File: config.mk
export PLATFORM = sky130hd
export DESIGN_NAME = tpart_sched
export DESIGN_NICKNAME = d
export VERILOG_FILES = /design/src/rtl/tps_pkg.sv /design/src/rtl/tps_table.sv /design/src/rtl/tps_slot_ctrl.sv /design/src/rtl/tps_irq_pend.sv /design/src/rtl/tpart_sched.sv
export SDC_FILE = /design/constraint.sdc
export NUM_CORES = 1
export LEC_CHECK = 0
export ABC_AREA = 1
export BUFFER_PORTS_ARGS = -buffer_cell sky130_fd_sc_hd__buf_2
export CORE_ASPECT_RATIO = 1.2
export CORE_UTILIZATION = 56
export CTS_CLUSTER_SIZE = 30
export DETAILED_ROUTE_END_ITERATION = 6
export GPL_TIMING_DRIVEN = 0
export PLACE_DENSITY_LB_ADDON = 0.2
export SETUP_SLACK_MARGIN = 0.3
export SLEW_MARGIN = 20
export SYNTH_ARGS = -nofsm -noshare
export SYNTH_HDL_FRONTEND = slang
export SYNTH_SLANG_ARGS = --single-unit
File: constraint.sdc
create_clock -name clk -period 1.8 [get_ports clk]
set_input_delay 0.18 -clock clk [delete_from_list [all_inputs] [get_ports clk]]
set_output_delay 0.18 -clock clk [all_outputs]
set_load 0.03 [all_outputs]
File: src/rtl/tps_pkg.sv
package tps_pkg;

  typedef enum logic [1:0] {
    PH_SEEK = 2'd0,
    PH_LOAD = 2'd1,
    PH_RUN  = 2'd2,
    PH_SAVE = 2'd3
  } phase_t;

endpackage

File: src/rtl/tps_table.sv
module tps_table #(
  parameter int N_ENTRY = 8,
  parameter int PID_W   = 3,
  parameter int TICK_W  = 16,
  localparam int IDX_W  = $clog2(N_ENTRY)
) (
  input  logic              clk,
  input  logic              rst_n,
  input  logic              we,
  input  logic [IDX_W-1:0]  waddr,
  input  logic [PID_W-1:0]  wpid,
  input  logic [TICK_W-1:0] wticks,
  input  logic [IDX_W-1:0]  raddr,
  output logic [PID_W-1:0]  rpid,
  output logic [TICK_W-1:0] rticks
);

  logic [N_ENTRY-1:0][PID_W-1:0]  pid_q;
  logic [N_ENTRY-1:0][TICK_W-1:0] len_q;

  for (genvar e = 0; e < N_ENTRY; e++) begin : g_ent
    logic hit;
    assign hit = we && (waddr == IDX_W'(e));
    always_ff @(posedge clk or negedge rst_n) begin
      if (!rst_n) begin
        pid_q[e] <= '0;
        len_q[e] <= '0;
      end else if (hit) begin
        pid_q[e] <= wpid;
        len_q[e] <= wticks;
      end
    end
  end

  assign rpid   = pid_q[raddr];
  assign rticks = len_q[raddr];

endmodule

File: src/rtl/tps_slot_ctrl.sv
module tps_slot_ctrl
  import tps_pkg::*;
#(
  parameter int N_ENTRY = 8,
  parameter int PID_W   = 3,
  parameter int TICK_W  = 16,
  localparam int IDX_W  = $clog2(N_ENTRY)
) (
  input  logic              clk,
  input  logic              rst_n,
  input  logic              tick,
  input  logic              save_ack,
  input  logic              load_ack,
  input  logic [PID_W-1:0]  ent_pid,
  input  logic [TICK_W-1:0] ent_ticks,
  output logic [IDX_W-1:0]  rd_idx,
  output phase_t            phase,
  output logic [PID_W-1:0]  cur_pid,
  output logic              cur_valid,
  output logic              ev_found,
  output logic              ev_expire
);

  logic [TICK_W-1:0] cnt_q;

  function automatic logic [IDX_W-1:0] next_idx(input logic [IDX_W-1:0] i);
    return (i == IDX_W'(N_ENTRY - 1)) ? '0 : i + 1'b1;
  endfunction

  function automatic logic last_tick(input logic [TICK_W-1:0] c);
    return c == TICK_W'(1);
  endfunction

  assign ev_found  = (phase == PH_SEEK) && (ent_ticks != '0);
  assign ev_expire = (phase == PH_RUN) && tick && last_tick(cnt_q);

  always_ff @(posedge clk or negedge rst_n) begin
    if (!rst_n) begin
      phase     <= PH_SEEK;
      rd_idx    <= '0;
      cur_pid   <= '0;
      cur_valid <= 1'b0;
      cnt_q     <= '0;
    end else begin
      unique case (phase)
        PH_SEEK: begin
          rd_idx <= next_idx(rd_idx);
          if (ev_found) begin
            cur_pid   <= ent_pid;
            cnt_q     <= ent_ticks;
            cur_valid <= 1'b1;
            phase     <= PH_LOAD;
          end
        end
        PH_LOAD: if (load_ack) phase <= PH_RUN;
        PH_RUN: begin
          if (ev_expire) begin
            cnt_q <= '0;
            phase <= PH_SAVE;
          end else if (tick) begin
            cnt_q <= cnt_q - 1'b1;
          end
        end
        PH_SAVE: if (save_ack) phase <= PH_SEEK;
        default: phase <= PH_SEEK;
      endcase
    end
  end

  // a save request is held until it is acknowledged
  a_r5_hold_save: assert property (@(posedge clk) disable iff (!rst_n)
    (phase == PH_SAVE && !save_ack) |=> phase == PH_SAVE);

  // a load request is held until it is acknowledged
  a_r5_hold_load: assert property (@(posedge clk) disable iff (!rst_n)
    (phase == PH_LOAD && !load_ack) |=> phase == PH_LOAD);

  // the partition register moves only on entry to the load phase
  a_r5_pid_move: assert property (@(posedge clk) disable iff (!rst_n)
    (cur_pid != $past(cur_pid)) |-> phase == PH_LOAD);

  // the partition register is frozen across the save handshake
  a_r5_pid_in_save: assert property (@(posedge clk) disable iff (!rst_n)
    (phase == PH_SAVE) |=> $stable(cur_pid));

  // a running slot never holds an exhausted count
  a_r4_live_count: assert property (@(posedge clk) disable iff (!rst_n)
    (phase == PH_RUN) |-> cnt_q != '0);

  // a slot is left only on a tick
  a_r7_exit_on_tick: assert property (@(posedge clk) disable iff (!rst_n)
    (phase == PH_RUN && !tick) |=> (phase == PH_RUN && $stable(cnt_q)));

  // nothing is saved before the first grant
  a_r6_no_early_save: assert property (@(posedge clk) disable iff (!rst_n)
    !cur_valid |-> phase != PH_SAVE);

endmodule

File: src/rtl/tps_irq_pend.sv
module tps_irq_pend #(
  parameter int PID_W = 3,
  parameter int N_IRQ = 4,
  localparam int N_PART = 1 << PID_W
) (
  input  logic                   clk,
  input  logic                   rst_n,
  input  logic [N_IRQ-1:0]       irq_req,
  input  logic [N_IRQ*PID_W-1:0] irq_pid,
  input  logic                   deliver_en,
  input  logic [PID_W-1:0]       cur_pid,
  output logic [N_IRQ-1:0]       irq_dlv
);

  logic [N_PART-1:0][N_IRQ-1:0] pend_q, set_m, clr_m;
  logic [N_IRQ-1:0]             fire;

  for (genvar i = 0; i < N_IRQ; i++) begin : g_line
    assign fire[i] = deliver_en && pend_q[cur_pid][i];
    for (genvar p = 0; p < N_PART; p++) begin : g_part
      assign set_m[p][i] = irq_req[i] && (irq_pid[i*PID_W +: PID_W] == PID_W'(p));
      assign clr_m[p][i] = fire[i] && (cur_pid == PID_W'(p));
    end
  end

  always_ff @(posedge clk or negedge rst_n) begin
    if (!rst_n) begin
      pend_q  <= '0;
      irq_dlv <= '0;
    end else begin
      pend_q  <= (pend_q & ~clr_m) | set_m;
      irq_dlv <= fire;
    end
  end

  // nothing is delivered after a cycle with interrupts disabled
  a_r8_quiet_disabled: assert property (@(posedge clk) disable iff (!rst_n)
    !deliver_en |=> irq_dlv == '0);

  // a delivery without a fresh request is not repeated
  a_r10_single_pulse: assert property (@(posedge clk) disable iff (!rst_n)
    (fire[0] && !irq_req[0] && $stable(cur_pid)) |=> !fire[0] || !$stable(cur_pid));

endmodule

File: src/rtl/tpart_sched.sv
module tpart_sched
  import tps_pkg::*;
#(
  parameter int N_ENTRY = 8,
  parameter int PID_W   = 3,
  parameter int TICK_W  = 16,
  parameter int N_IRQ   = 4,
  localparam int IDX_W  = $clog2(N_ENTRY)
) (
  input  logic                   clk,
  input  logic                   rst_n,
  input  logic                   tick,
  input  logic                   tbl_we,
  input  logic [IDX_W-1:0]       tbl_idx,
  input  logic [PID_W-1:0]       tbl_pid,
  input  logic [TICK_W-1:0]      tbl_ticks,
  input  logic [N_IRQ-1:0]       irq_req,
  input  logic [N_IRQ*PID_W-1:0] irq_pid,
  output logic                   save_req,
  input  logic                   save_ack,
  output logic                   load_req,
  input  logic                   load_ack,
  output logic [PID_W-1:0]       cur_pid,
  output logic                   cur_valid,
  output logic                   irq_en,
  output logic [N_IRQ-1:0]       irq_dlv
);

  phase_t             phase;
  logic [IDX_W-1:0]   rd_idx;
  logic [PID_W-1:0]   ent_pid;
  logic [TICK_W-1:0]  ent_ticks;
  logic               ev_found, ev_expire;

  tps_table #(.N_ENTRY(N_ENTRY), .PID_W(PID_W), .TICK_W(TICK_W)) u_table (
    .clk(clk), .rst_n(rst_n), .we(tbl_we), .waddr(tbl_idx), .wpid(tbl_pid),
    .wticks(tbl_ticks), .raddr(rd_idx), .rpid(ent_pid), .rticks(ent_ticks)
  );

  tps_slot_ctrl #(.N_ENTRY(N_ENTRY), .PID_W(PID_W), .TICK_W(TICK_W)) u_ctrl (
    .clk(clk), .rst_n(rst_n), .tick(tick), .save_ack(save_ack), .load_ack(load_ack),
    .ent_pid(ent_pid), .ent_ticks(ent_ticks), .rd_idx(rd_idx), .phase(phase),
    .cur_pid(cur_pid), .cur_valid(cur_valid), .ev_found(ev_found), .ev_expire(ev_expire)
  );

  assign irq_en   = (phase == PH_RUN);
  assign save_req = (phase == PH_SAVE);
  assign load_req = (phase == PH_LOAD);

  tps_irq_pend #(.PID_W(PID_W), .N_IRQ(N_IRQ)) u_pend (
    .clk(clk), .rst_n(rst_n), .irq_req(irq_req), .irq_pid(irq_pid),
    .deliver_en(irq_en), .cur_pid(cur_pid), .irq_dlv(irq_dlv)
  );

  // the expiring tick is followed at once by the save request
  a_r4_expire_to_save: assert property (@(posedge clk) disable iff (!rst_n)
    ev_expire |=> (save_req && !irq_en));

  // a found entry raises the load request on the next cycle
  a_r2_found_to_load: assert property (@(posedge clk) disable iff (!rst_n)
    ev_found |=> load_req);

endmodule

# Word level (Yosys, flattened, before mapping)
# Index checks and enable logic that the tools add are counted.
[totals]
ff_bits = 213
input_bits = 44
out_inout_bits = 11
[op_classes]
n_addsub = 2
order_cmp = 2
eq_ne = 52
mux = 16
bitwise_logic = 3
n_reduce_logical = 91
[ops]
columns = ["operator", "n"]
rows = [
  ["logical AND 1 bit", 79],
  ["== test 3 bit (second input constant)", 25],
  ["2-to-1 mux 16 bit", 4],
  ["binary-select mux 16 bit (select 3 bit)", 1],
  ["== test 3 x 2 -> 1 bit (second input constant)", 12],
  ["bitwise AND 32 bit", 1],
  ["inverter 32 bit", 1],
  ["OR 32 bit", 1],
  ["one-hot mux 16 bit (2 select lines)", 1],
  ["== test 3 x 1 -> 1 bit (second input constant)", 6],
  ["zero test 3 bit", 6],
  ["== test 16 x 1 -> 1 bit (second input constant)", 1],
  ["nonzero test 16 bit", 1],
  ["subtractor 16 x 1 -> 16 bit (second input constant)", 1],
  ["binary-select mux 4 bit (select 3 bit)", 1],
  ["binary-select mux 3 bit (select 3 bit)", 1],
  ["< comparator 3 x 4 -> 1 bit (second input constant)", 2],
  ["2-to-1 mux 2 bit", 4],
  ["one-hot mux 2 bit (4 select lines)", 1],
  ["2-to-1 mux 3 bit", 2],
  ["== test 2 bit (second input constant)", 2],
  ["2-to-1 mux 4 bit", 1],
  ["!= test 2 x 1 -> 1 bit (second input constant)", 2],
  ["!= test 2 bit (second input constant)", 2],
  ["8 further kinds", 8],
]

# Longest topological paths before layout
# Gate-level depths: netlist of the first run.
[depth]
ltp_word = 7
depth_mapped = 17
depth_no_buf = 14

# By module
# A second synthesis of the first run with hierarchy kept.
[unflattened]
hier_cells = 1598
area_unflattened_um2 = 11667.4
[by_module_without_submodules]
columns = ["module", "n_inst", "cells_per_inst", "area_per_inst_um2"]
rows = [
  ["tps_table", 1, 1030, 7752.4],
  ["tps_irq_pend", 1, 278, 2058.2],
  ["tps_slot_ctrl", 1, 284, 1834.3],
  ["tpart_sched", 1, 6, 22.5],
]

# Worst setup path before layout of the first run
# OpenSTA, ideal clock, no wires.
[synth_timing]
path_kind = "reg-to-reg"
start = "register u_ctrl.phase[0]"
end = "register u_pend.pend_q[15] in the netlist's numbering"
setup_time_ns = 0.124
t_arrival_ns = 1.854
setup_slack_ns = -0.177
stages_incl_launch_ff = 9
n_path_buf = 1
cell_sequence = "dfrtp_1 > inv_1 > ha_1 > clkbuf_1 > o21ai_0 > a31oi_1 > nand2_1 > nand2_1 > o31ai_1"
[synth_via]
elab_chain_len = 6
[synth_lines]
columns = ["element", "line", "source"]
rows = [
  ["start, declared", "tps_slot_ctrl.sv:17", "output phase_t phase,"],
  ["start signal, assigned", "tps_slot_ctrl.sv:39", "phase <= PH_SEEK;"],
  ["start signal, assigned", "tps_slot_ctrl.sv:52", "phase <= PH_LOAD;"],
  ["start signal, assigned", "tps_slot_ctrl.sv:55", "PH_LOAD: if (load_ack) phase <= PH_RUN;"],
  ["== test 2 bit", "tpart_sched.sv:46", "assign irq_en = (phase == PH_RUN);"],
  ["named net irq_en", "tpart_sched.sv:25", "output logic irq_en,"],
  ["logical AND 1 bit", "tps_irq_pend.sv:19", "assign fire[i] = deliver_en && pend_q[cur_pid][i];"],
  ["named net u_pend.fire[3]", "tps_irq_pend.sv:16", "logic [N_IRQ-1:0] fire;"],
  ["logical AND 1 bit", "tps_irq_pend.sv:22", "assign clr_m[p][i] = fire[i] && (cur_pid == PID_W'(p));"],
  ["inverter 32 bit", "tps_irq_pend.sv:31", "pend_q <= (pend_q & ~clr_m) | set_m;"],
  ["bitwise AND 32 bit", "tps_irq_pend.sv:31", ""],
  ["OR 32 bit", "tps_irq_pend.sv:31", ""],
  ["end signal, assigned", "tps_irq_pend.sv:31", ""],
  ["end, declared", "tps_irq_pend.sv:15", "logic [N_PART-1:0][N_IRQ-1:0] pend_q, set_m, clr_m;"],
]
# The timed path passes the listed nets, and every way through them passes these cells.
# A chain may end at the register's enable or synchronous reset.

# Worst setup path in the final report of the first run
[layout_timing]
start = "register u_ctrl.rd_idx[0]"
end = "register u_ctrl.phase[1]"
[layout_via]
elab_chain_len = 6
[layout_lines]
columns = ["element", "line", "source"]
rows = [
  ["start, declared", "tps_slot_ctrl.sv:16", "output logic [IDX_W-1:0] rd_idx,"],
  ["start signal, assigned", "tps_slot_ctrl.sv:47", "rd_idx <= next_idx(rd_idx);"],
  ["binary-select mux 16 bit (select 3 bit)", "tps_table.sv:36", "assign rticks = len_q[raddr];"],
  ["2-to-1 mux 16 bit (not written as such)", "tps_table.sv:36", ""],
  ["nonzero test 16 bit", "tps_slot_ctrl.sv:34", "assign ev_found = (phase == PH_SEEK) && (ent_ticks != '0);"],
  ["logical AND 1 bit", "tps_slot_ctrl.sv:34", ""],
  ["!= test 2 bit (no source line)", "--", ""],
  ["AND reduction 4 bit (no source line)", "--", ""],
]
# No other way between the ends. The select of a mux whose other input is x is not followed.

==> metrics.md, run 1 <==
| Metric | Value |
|---|---|
| Clock tree root driver cell | sky130_fd_sc_hd__clkbuf_16 |
| Final cycle utilization of the critical path | 156% |
| Initial standard-cell utilization of the core | 57.6% |
| Routed vias | 10,988 |
| Post-synthesis instance total | roughly 1,400 |
| Synthesis warning total | 0 |
| Die Y-Extent | 152 um |
| Fraction of the yosys area taken by sequential cells | about half |
| Max-cap violations | 0 |
| Vias in the first global route | about 10,000 |
| Unrepaired setup endpoints after global routing | yes |
| Arr. time, crit path | approximately 3.3 ns |
| Sequential standard cell area | 5330 um^2 |
| Clock edge transition at the registers on the reported setup and hold paths | 0.07 ns |
| Clock buffers created by TritonCTS | 24 |
| Initial antenna violation count | 1 |
| Worst path buffer plus inverter count | 3 |
| Critical path start-end classification | register to register |
| Count of buffers inserted at the top-level ports | 54 |
| DR WL/cell | between 20 and 25 um |
| Clock period minus final worst setup slack | approximately 2.8 ns |
| Failing checks | DRC, setup timing |
| Count of pins over their slew limit | 0 |
| Share of cells above drive strength 1 | between 20% and 30% |
| Syn_area_per_cell | between 7 and 8 um^2 |
| Total half-perimeter wirelength after legalization and detailed placement | 20,700 um |
| Skew final | 0.0262 ns |
| Async set-or-reset flop fraction in the synthesized netlist | between 90% and 100% |
| Count of cell types in the netlist | 31 |
| Number of synthesized register bits | 213 |
| CP required | 2.26 ns |
| Delay contributed by the slowest stage of the critical path | 0.43 ns |
| Ranking of synthesized cells by instance count | sky130_fd_sc_hd__nand2_1 (457), sky130_fd_sc_hd__o21ai_0 (221), sky130_fd_sc_hd__dfrtp_1 (213), sky130_fd_sc_hd__inv_1 (168), sky130_fd_sc_hd__nand3_1 (108) |
| DRC violations left | 1 |
| First-pass GRT wire length | between 50,000 and 60,000 um |
| Overall power after layout | around 0.025 W |
| Most area-consuming cells after synthesis | sky130_fd_sc_hd__dfrtp_1 (51%), sky130_fd_sc_hd__nand2_1 (16%), sky130_fd_sc_hd__o21ai_0 (11%) |
| Clock sinks | 213 |
| Global placement routability congestion | 0.897 |
| Layout filler cell count | 1,199 |
| Worst Path Max Fanout | 10 |
| First drt pass iteration count | 7 |
| Hold Path Stages | 3 |
| Die area | 19,300 um^2 |
| Largest net degree at the start of global routing | 102 |
| Cell count after placement | 1,665 |
| Count of placed standard cells in the final layout, fillers left out | between 1,500 and 2,000 |
| Worst-Margin Slew | 0.754 ns |
| Critical Path Stages | 15 |
| Area of combinational cells with multiple inputs | about 5000 um^2 |
| Cell area after synthesis | 10,500 um^2 |
| Dominant delay contributor by cell family on the critical path | simple AND/OR/NAND/NOR gates |
| Crit path top cell by count | sky130_fd_sc_hd__nand2_1 |
| EDFF count, synth | 0 |
| Clock tree from TritonCTS | yes |
| Share of the synthesized area in the top cell type | 50.7% |
| Endpoint kind of the worst setup timing path | register |
| Post-detailed-route via-to-cell ratio | 6.04 |
| Leak Pwr | 6.94 nW |
| Highest achievable clock rate | about 360 MHz |
| Worst min path class | primary input to register |
| Violation count after the first detailed-route iteration | between 1,000 and 1,500 |
| Peak ir drop on the vdd network | 0.889 mV |
| Antenna diodes | 0 |
| DRT Wirelength | roughly 38,000 um |
| Layout net count | approximately 1,600 |
| Floorplan Core Area | 18,200 um^2 |
| Cell with the most instances after synthesis | sky130_fd_sc_hd__nand2_1 |
| CTS H-Tree Depth | 1 |
| Die width | 127 um |
| Overall routing resource usage | 35.6% |
| P&R area growth vs syn | 33.1% |
| FP Rows | 54 |
| Remaining global-route overflow | 0 |
| Net Count, Synth | roughly 1,400 |
| Source-to-sink clock delay at the later pin of the worst-skew pair | 0.54 ns |
| Worst slew margin relative to its limit | 49.7% |
| Yosys top cell by area | sky130_fd_sc_hd__dfrtp_1 |
| Final Hold Fails | 0 |
| Final setup violation count | 24 |
| Kind of start point of the critical path | register |
| Bufs on Longest Clock Path | 3 |
| Number of cells on the worst reg-to-reg path | 15 |
| Result of the run | finished, violations left |
| Number of antenna-violating nets in the routed design | 0 |
| Final critical-path setup slack | -1.00 ns |
| Cells along the critical path | buf_2 -> clkbuf_2 -> nand2_1 -> nand2_1 -> nand3_1 -> nand2_2 -> nand2_1 -> nor2_1 -> nand2_1 -> nor2_2 -> nand2_2 -> buf_6 -> nand2_1 -> nand2_1 -> nand2_2 |
| Post-route core utilization | between 70% and 80% |
| Flip-flop cell with the highest count after synthesis | sky130_fd_sc_hd__dfrtp_1 |
| Boundary Pins | 55 |
| Master of the slowest instance on the critical path | sky130_fd_sc_hd__dfrtp_1 |
| PwrDens | 1800 nW/um^2 |
## kinds of logic after synthesis
kind of cell	count (synthesis)	share of synthesized area [%]
AND/OR/NAND/NOR	646	24.6
AO/OA/AOI/OAI	264	13.4
buffers and inverters	241	9.27
flip-flops	213	50.7
XOR/XNOR	12	1.00
adder cells (fa/ha/maj)	9	1.07
## final cells by class
type	instances	area share [%]
flip-flops and latches	213	38.2
plain buffers	70	3.53
inverters	171	4.86
clock inverters	13	1.17
well taps	224	2.00
multi-input cells	932	34.7
repair buffers	166	10.6
clock buffers	31	4.92
## power by group
group          internal, W  switching [W]  leakage [nW]
logic              0.00498        0.00786          3.94
registers          0.00606       0.000983          2.59
clock network      0.00315        0.00213         0.417
## state kept, by name, summed over array words and instances (netlist names), 2 cells and up
name and cells:
u_ctrl.rd_idx 3, u_table.pid_q 24, u_ctrl.cur_pid 3, u_table.len_q 128, u_pend.pend_q 32, u_ctrl.cnt_q 16
u_pend.irq_dlv 4, u_ctrl.phase 2
## layer usage
metal | up-vias | share of wire (%) | GRT usage [%]
met2 | 786 | 46 | 58.8
met3 | 268 | 10 | 5.70
met1 | 5142 | 35 | 44.5
met5 | - | 0 | 0
met4 | 0 | 8.6 | 20.0
li1 | 4792 | - | -
## worst paths after layout
path	from	endpoint	slack [ns]
worst max register to register	u_ctrl.rd_idx[0]	u_ctrl.phase[1]	-1.00
worst min register to register	u_table.pid_q[12]	u_table.pid_q[12]	0.48
min in group asynchronous	rst_n	u_ctrl.cnt_q[6]	0.14
worst min-delay path	irq_pid[2]	u_pend.pend_q[16]	0.06
worst max-delay path	u_ctrl.rd_idx[0]	u_ctrl.phase[1]	-1.00
max in group asynchronous	rst_n	u_table.len_q[95]	0.59
## tightest hold or removal path, stage by stage
cell and delay, ns:
sky130_fd_sc_hd__buf_2 0.11, sky130_fd_sc_hd__nand2_1 0.18, sky130_fd_sc_hd__o2bb2ai_2 0.09
## through the flow
step                      hold WS, ns  setup TNS, ns  setup WS, ns  cell area [um^2]
after CTS                      0.0203          -9.77        -0.469             13400
after global routing           0.0739         -16.02        -0.977             14000
after global placement          0.399        -670.30         -3.48             11100
after floorplan                -0.116          -1.15        -0.114             10600
final                          0.0596         -15.13         -1.00             14000
after detailed placement       0.0959         -18.23        -0.795             11200
## timing repair
action	CTS	global route
pin swaps	41	64
endpoints found under the setup margin	62	102
cloned	8	1
resized for setup	174	130
hold endpoints to repair	163	0
hold buffers	40	0
setup buffers	42	20
## cells in the final DEF, fill, tap and decap left out, drive strengths merged, types with 4 or more instances in the layout
cell type	n
ha	9
a22oi	8
dlygate4sd3	40
clkbuf	76
nand4	4
o22ai	14
o31ai	4
a31oi	4
nor2	72
buf	151
nand3	108
o21ai	222
a21oi	5
dfrtp	213
xor2	10
inv	168
clkinv	11
nand2	459
Power figures use the tool's default switching activity.
==> run 2, diff against run 1 <==
--- a/config.mk
+++ b/config.mk
@@ -8,7 +8,7 @@
 export ABC_AREA = 1
 export BUFFER_PORTS_ARGS = -buffer_cell sky130_fd_sc_hd__buf_2
 export CORE_ASPECT_RATIO = 1.2
-export CORE_UTILIZATION = 56
+export CORE_UTILIZATION = 35
 export CTS_CLUSTER_SIZE = 30
 export DETAILED_ROUTE_END_ITERATION = 6
 export GPL_TIMING_DRIVEN = 0
==> metrics.md, run 2 (synthesis gave the netlist of run 1 again) <==
| Metric | Value |
|---|---|
| Clock tree from TritonCTS | yes (unchanged) |
| Max-cap violations | 0 (unchanged) |
| Initial standard-cell utilization of the core | 35.5% (was 57.6%) |
| Master of the slowest instance on the critical path | sky130_fd_sc_hd__dfrtp_1 (unchanged) |
| Largest net degree at the start of global routing | 78 (was 102) |
| Worst-Margin Slew | 0.679 ns (was 0.754 ns) |
| Endpoint kind of the worst setup timing path | register (unchanged) |
| Global placement routability congestion | 0.850 (was 0.897) |
| First drt pass iteration count | 5 (was 7) |
| Crit path top cell by count | sky130_fd_sc_hd__nand2_1 (unchanged) |
| Number of flip-flops under the largest register name | 128 (unchanged) |
| Kind of start point of the critical path | register (unchanged) |
| Leading registers by flop count | u_table.len_q: 128 flops, u_pend.pend_q: 32 flops, u_table.pid_q: 24 flops (unchanged) |
| Clock edge transition at the registers on the reported setup and hold paths | 0.06 ns (was 0.07 ns) |
| Count of buffers inserted at the top-level ports | 54 (unchanged) |
| Highest achievable clock rate | 435 MHz (was 357 MHz) |
| Count of pins over their slew limit | 0 (unchanged) |
| Violation count after the first detailed-route iteration | 854 (was 1,244) |
| Layout net count | 1,626 (was 1,631) |
| Worst Path Max Fanout | 10 (unchanged) |
| Unrepaired setup endpoints after global routing | yes (unchanged) |
| Leading cell type in the layout, fill and taps excluded | sky130_fd_sc_hd__nand2_1 (unchanged) |
| DRT Wirelength | 35,700 um (was 38,100 um) |
| Area of combinational cells with multiple inputs | 4830 um^2 (was 4860 um^2) |
| Clock sinks | 213 (unchanged) |
| DRC violations left | 0 (was 1) |
| Clock tree root driver cell | sky130_fd_sc_hd__clkbuf_16 (unchanged) |
| CP required | 2.23 ns (was 2.26 ns) |
| Peak ir drop on the vdd network | 0.928 mV (was 0.889 mV) |
| Share of cells above drive strength 1 | 20.2% (was 21.8%) |
| Die width | 160 um (was 127 um) |
| Number of antenna-violating nets in the routed design | 0 (unchanged) |
| Boundary Pins | 55 (unchanged) |
| Hold Path Stages | 3 (unchanged) |
| Routed vias | 9,897 (was 10,988) |
| Arr. time, crit path | 2.73 ns (was 3.26 ns) |
| Post-route core utilization | 47.7% (was 76.6%) |
| Floorplan Core Area | 29,600 um^2 (was 18,200 um^2) |
| Remaining global-route overflow | 0 (unchanged) |
| Total half-perimeter wirelength after legalization and detailed placement | 22,600 um (was 20,700 um) |
| Critical path start-end classification | register to register (unchanged) |
| Final critical-path setup slack | -0.497 ns (was -1.00 ns) |
| Bufs on Longest Clock Path | 3 (unchanged) |
| Count of placed standard cells in the final layout, fillers left out | 1,981 (was 1,820) |
| Cells along the critical path | buf_2 -> buf_2 -> nand3_1 -> nand2_2 -> nand2_1 -> nor2_1 -> nand2_1 -> nor2_4 -> nand2_4 -> buf_8 -> buf_8 -> nand3_1 -> nand2_1 (was buf_2 -> clkbuf_2 -> nand2_1 -> nand2_1 -> nand3_1 -> nand2_2 -> nand2_1 -> nor2_1 -> nand2_1 -> nor2_2 -> nand2_2 -> buf_6 -> nand2_1 -> nand2_1 -> nand2_2) |
| Failing checks | setup timing (was DRC, setup timing) |
| Reg2reg start | u_ctrl.rd_idx[2] (was u_ctrl.rd_idx[0]) |
| Initial antenna violation count | 0 (was 1) |
| Vias in the first global route | 9,747 (was 9,970) |
| Clock buffers created by TritonCTS | 25 (was 24) |
| Worst r2r dst | u_ctrl.cnt_q[15] (was u_ctrl.phase[1]) |
| Leak Pwr | 6.93 nW (was 6.94 nW) |
| Reg-to-reg slack, setup | -0.50 ns (was -1.00 ns) |
| Final cycle utilization of the critical path | 128% (was 156%) |
| Worst path buffer plus inverter count | 4 (was 3) |
| Die Y-Extent | 192 um (was 152 um) |
| Hold path startpoint | irq_pid[2] (unchanged) |
| Worst slew margin relative to its limit | 54.7% (was 49.7%) |
| PwrDens | 1720 nW/um^2 (was 1800 nW/um^2) |
| Skew final | 0.0272 ns (was 0.0262 ns) |
| Sequential standard cell area | 5340 um^2 (was 5330 um^2) |
| DR WL/cell | 18.0 um (was 20.9 um) |
| Result of the run | finished, violations left (unchanged) |
| Hold worst-path end | u_pend.pend_q[28] (was u_pend.pend_q[16]) |
| Layout filler cell count | 2,888 (was 1,199) |
| First-pass GRT wire length | 54,500 um (was 53,300 um) |
| Overall routing resource usage | 23.1% (was 35.6%) |
| Number of cells on the worst reg-to-reg path | 13 (was 15) |
| Cell count after placement | 1,831 (was 1,665) |
| Die area | 30,700 um^2 (was 19,300 um^2) |
| Worst min path class | primary input to register (unchanged) |
| Largest Register | u_table.len_q (unchanged) |
| Source-to-sink clock delay at the later pin of the worst-skew pair | 0.54 ns (about the same) |
| Commonest cells after routing, fill and taps aside | sky130_fd_sc_hd__nand2_1 (423), sky130_fd_sc_hd__dfrtp_1 (209), sky130_fd_sc_hd__o21ai_0 (172) (was sky130_fd_sc_hd__nand2_1 (418), sky130_fd_sc_hd__dfrtp_1 (210), sky130_fd_sc_hd__o21ai_0 (171)) |
| Delay contributed by the slowest stage of the critical path | 0.38 ns (was 0.43 ns) |
| Final setup violation count | 22 (was 24) |
| FP Rows | 69 (was 54) |
| Post-detailed-route via-to-cell ratio | 5.00 (was 6.04) |
| Clock period minus final worst setup slack | 2.30 ns (was 2.80 ns) |
| Antenna diodes | 0 (unchanged) |
| Final Hold Fails | 0 (unchanged) |
| Dominant delay contributor by cell family on the critical path | buffers and inverters (was simple AND/OR/NAND/NOR gates) |
| P&R area growth vs syn | 34.5% (was 33.1%) |
| CTS H-Tree Depth | 1 (unchanged) |
[run 2: power breakdown]
part / internal, W / switching, W
registers: 0.00606 / 0.000853
clock network: 0.00338 / 0.00210
logic: 0.00481 / 0.00710
[run 2: worst max-delay path by stage]
| stage | start | slack (ns) | cells after the start | endpoint |
|---|---|---|---|---|
| after detailed placement | u_ctrl.rd_idx[1] | -0.92 | 15 | u_ctrl.cnt_q[15] |
| after floorplan | u_ctrl.rd_idx[0] | -0.11 | 17 | u_ctrl.cnt_q[13] |
| after global routing | u_ctrl.rd_idx[0] | -0.57 | 17 | u_ctrl.cnt_q[9] |
| after CTS | u_ctrl.rd_idx[0] | -0.46 | 17 | u_ctrl.cnt_q[8] |
| final | u_ctrl.rd_idx[2] | -0.50 | 13 | u_ctrl.cnt_q[15] |
| after global placement | rst_n | -3.71 | 1 | u_ctrl.cur_pid[2] |
[run 2: layout make-up]
class | instances | share of cell area, %
Clock buffer | 36 | 5.15
Tap cell | 390 | 3.45
Clock inverter | 9 | 1.10
Buffer | 70 | 3.40
Timing Repair Buffer | 158 | 10.1
Sequential cell | 213 | 37.8
Multi-Input combinational cell | 934 | 34.2
Inverter | 171 | 4.82
[run 2: metal layers]
metal / GRT usage [%] / vias up / share of wire (%)
li1: - / 4782 / -
met1: 28.6 / 4782 / 42
met2: 40.9 / 263 / 50
met3: 2.94 / 70 / 4.6
met4: 9.23 / 0 / 3.2
met5: 0 / - / 0
[run 2: what timing repair did]
item | in CTS | in global routing
pin swaps | 19 | 49
buffers inserted | 40 | 16
resized for setup | 152 | 131
endpoints found under the setup margin | 62 | 67
hold endpoints to repair | 113 | 0
gates cloned | 7 | 3
hold buffers | 39 | 0
[run 2: per-stage QoR]
| stage | power, W | setup WS, ns | instance area [um^2] | setup TNS [ns] | hold slack [ns] |
|---|---|---|---|---|---|
| after floorplan | 0.0124 | -0.114 | 10600 | -1.15 | -0.116 |
| after global routing | 0.0257 | -0.572 | 14100 | -12.16 | 0.0430 |
| after CTS | 0.0226 | -0.458 | 13500 | -9.39 | 0.00695 |
| after global placement | 0.0151 | -3.71 | 11300 | -727.96 | 0.403 |
| final | 0.0243 | -0.497 | 14100 | -10.02 | 0.0189 |
| after detailed placement | 0.0152 | -0.915 | 11400 | -20.27 | 0.166 |
[run 2: tightest hold or removal path, delay by kind of cell]
family,cells,cell delay [ns]
compound gates,1,0.07
simple gates,1,0.14
buf+inv,1,0.10
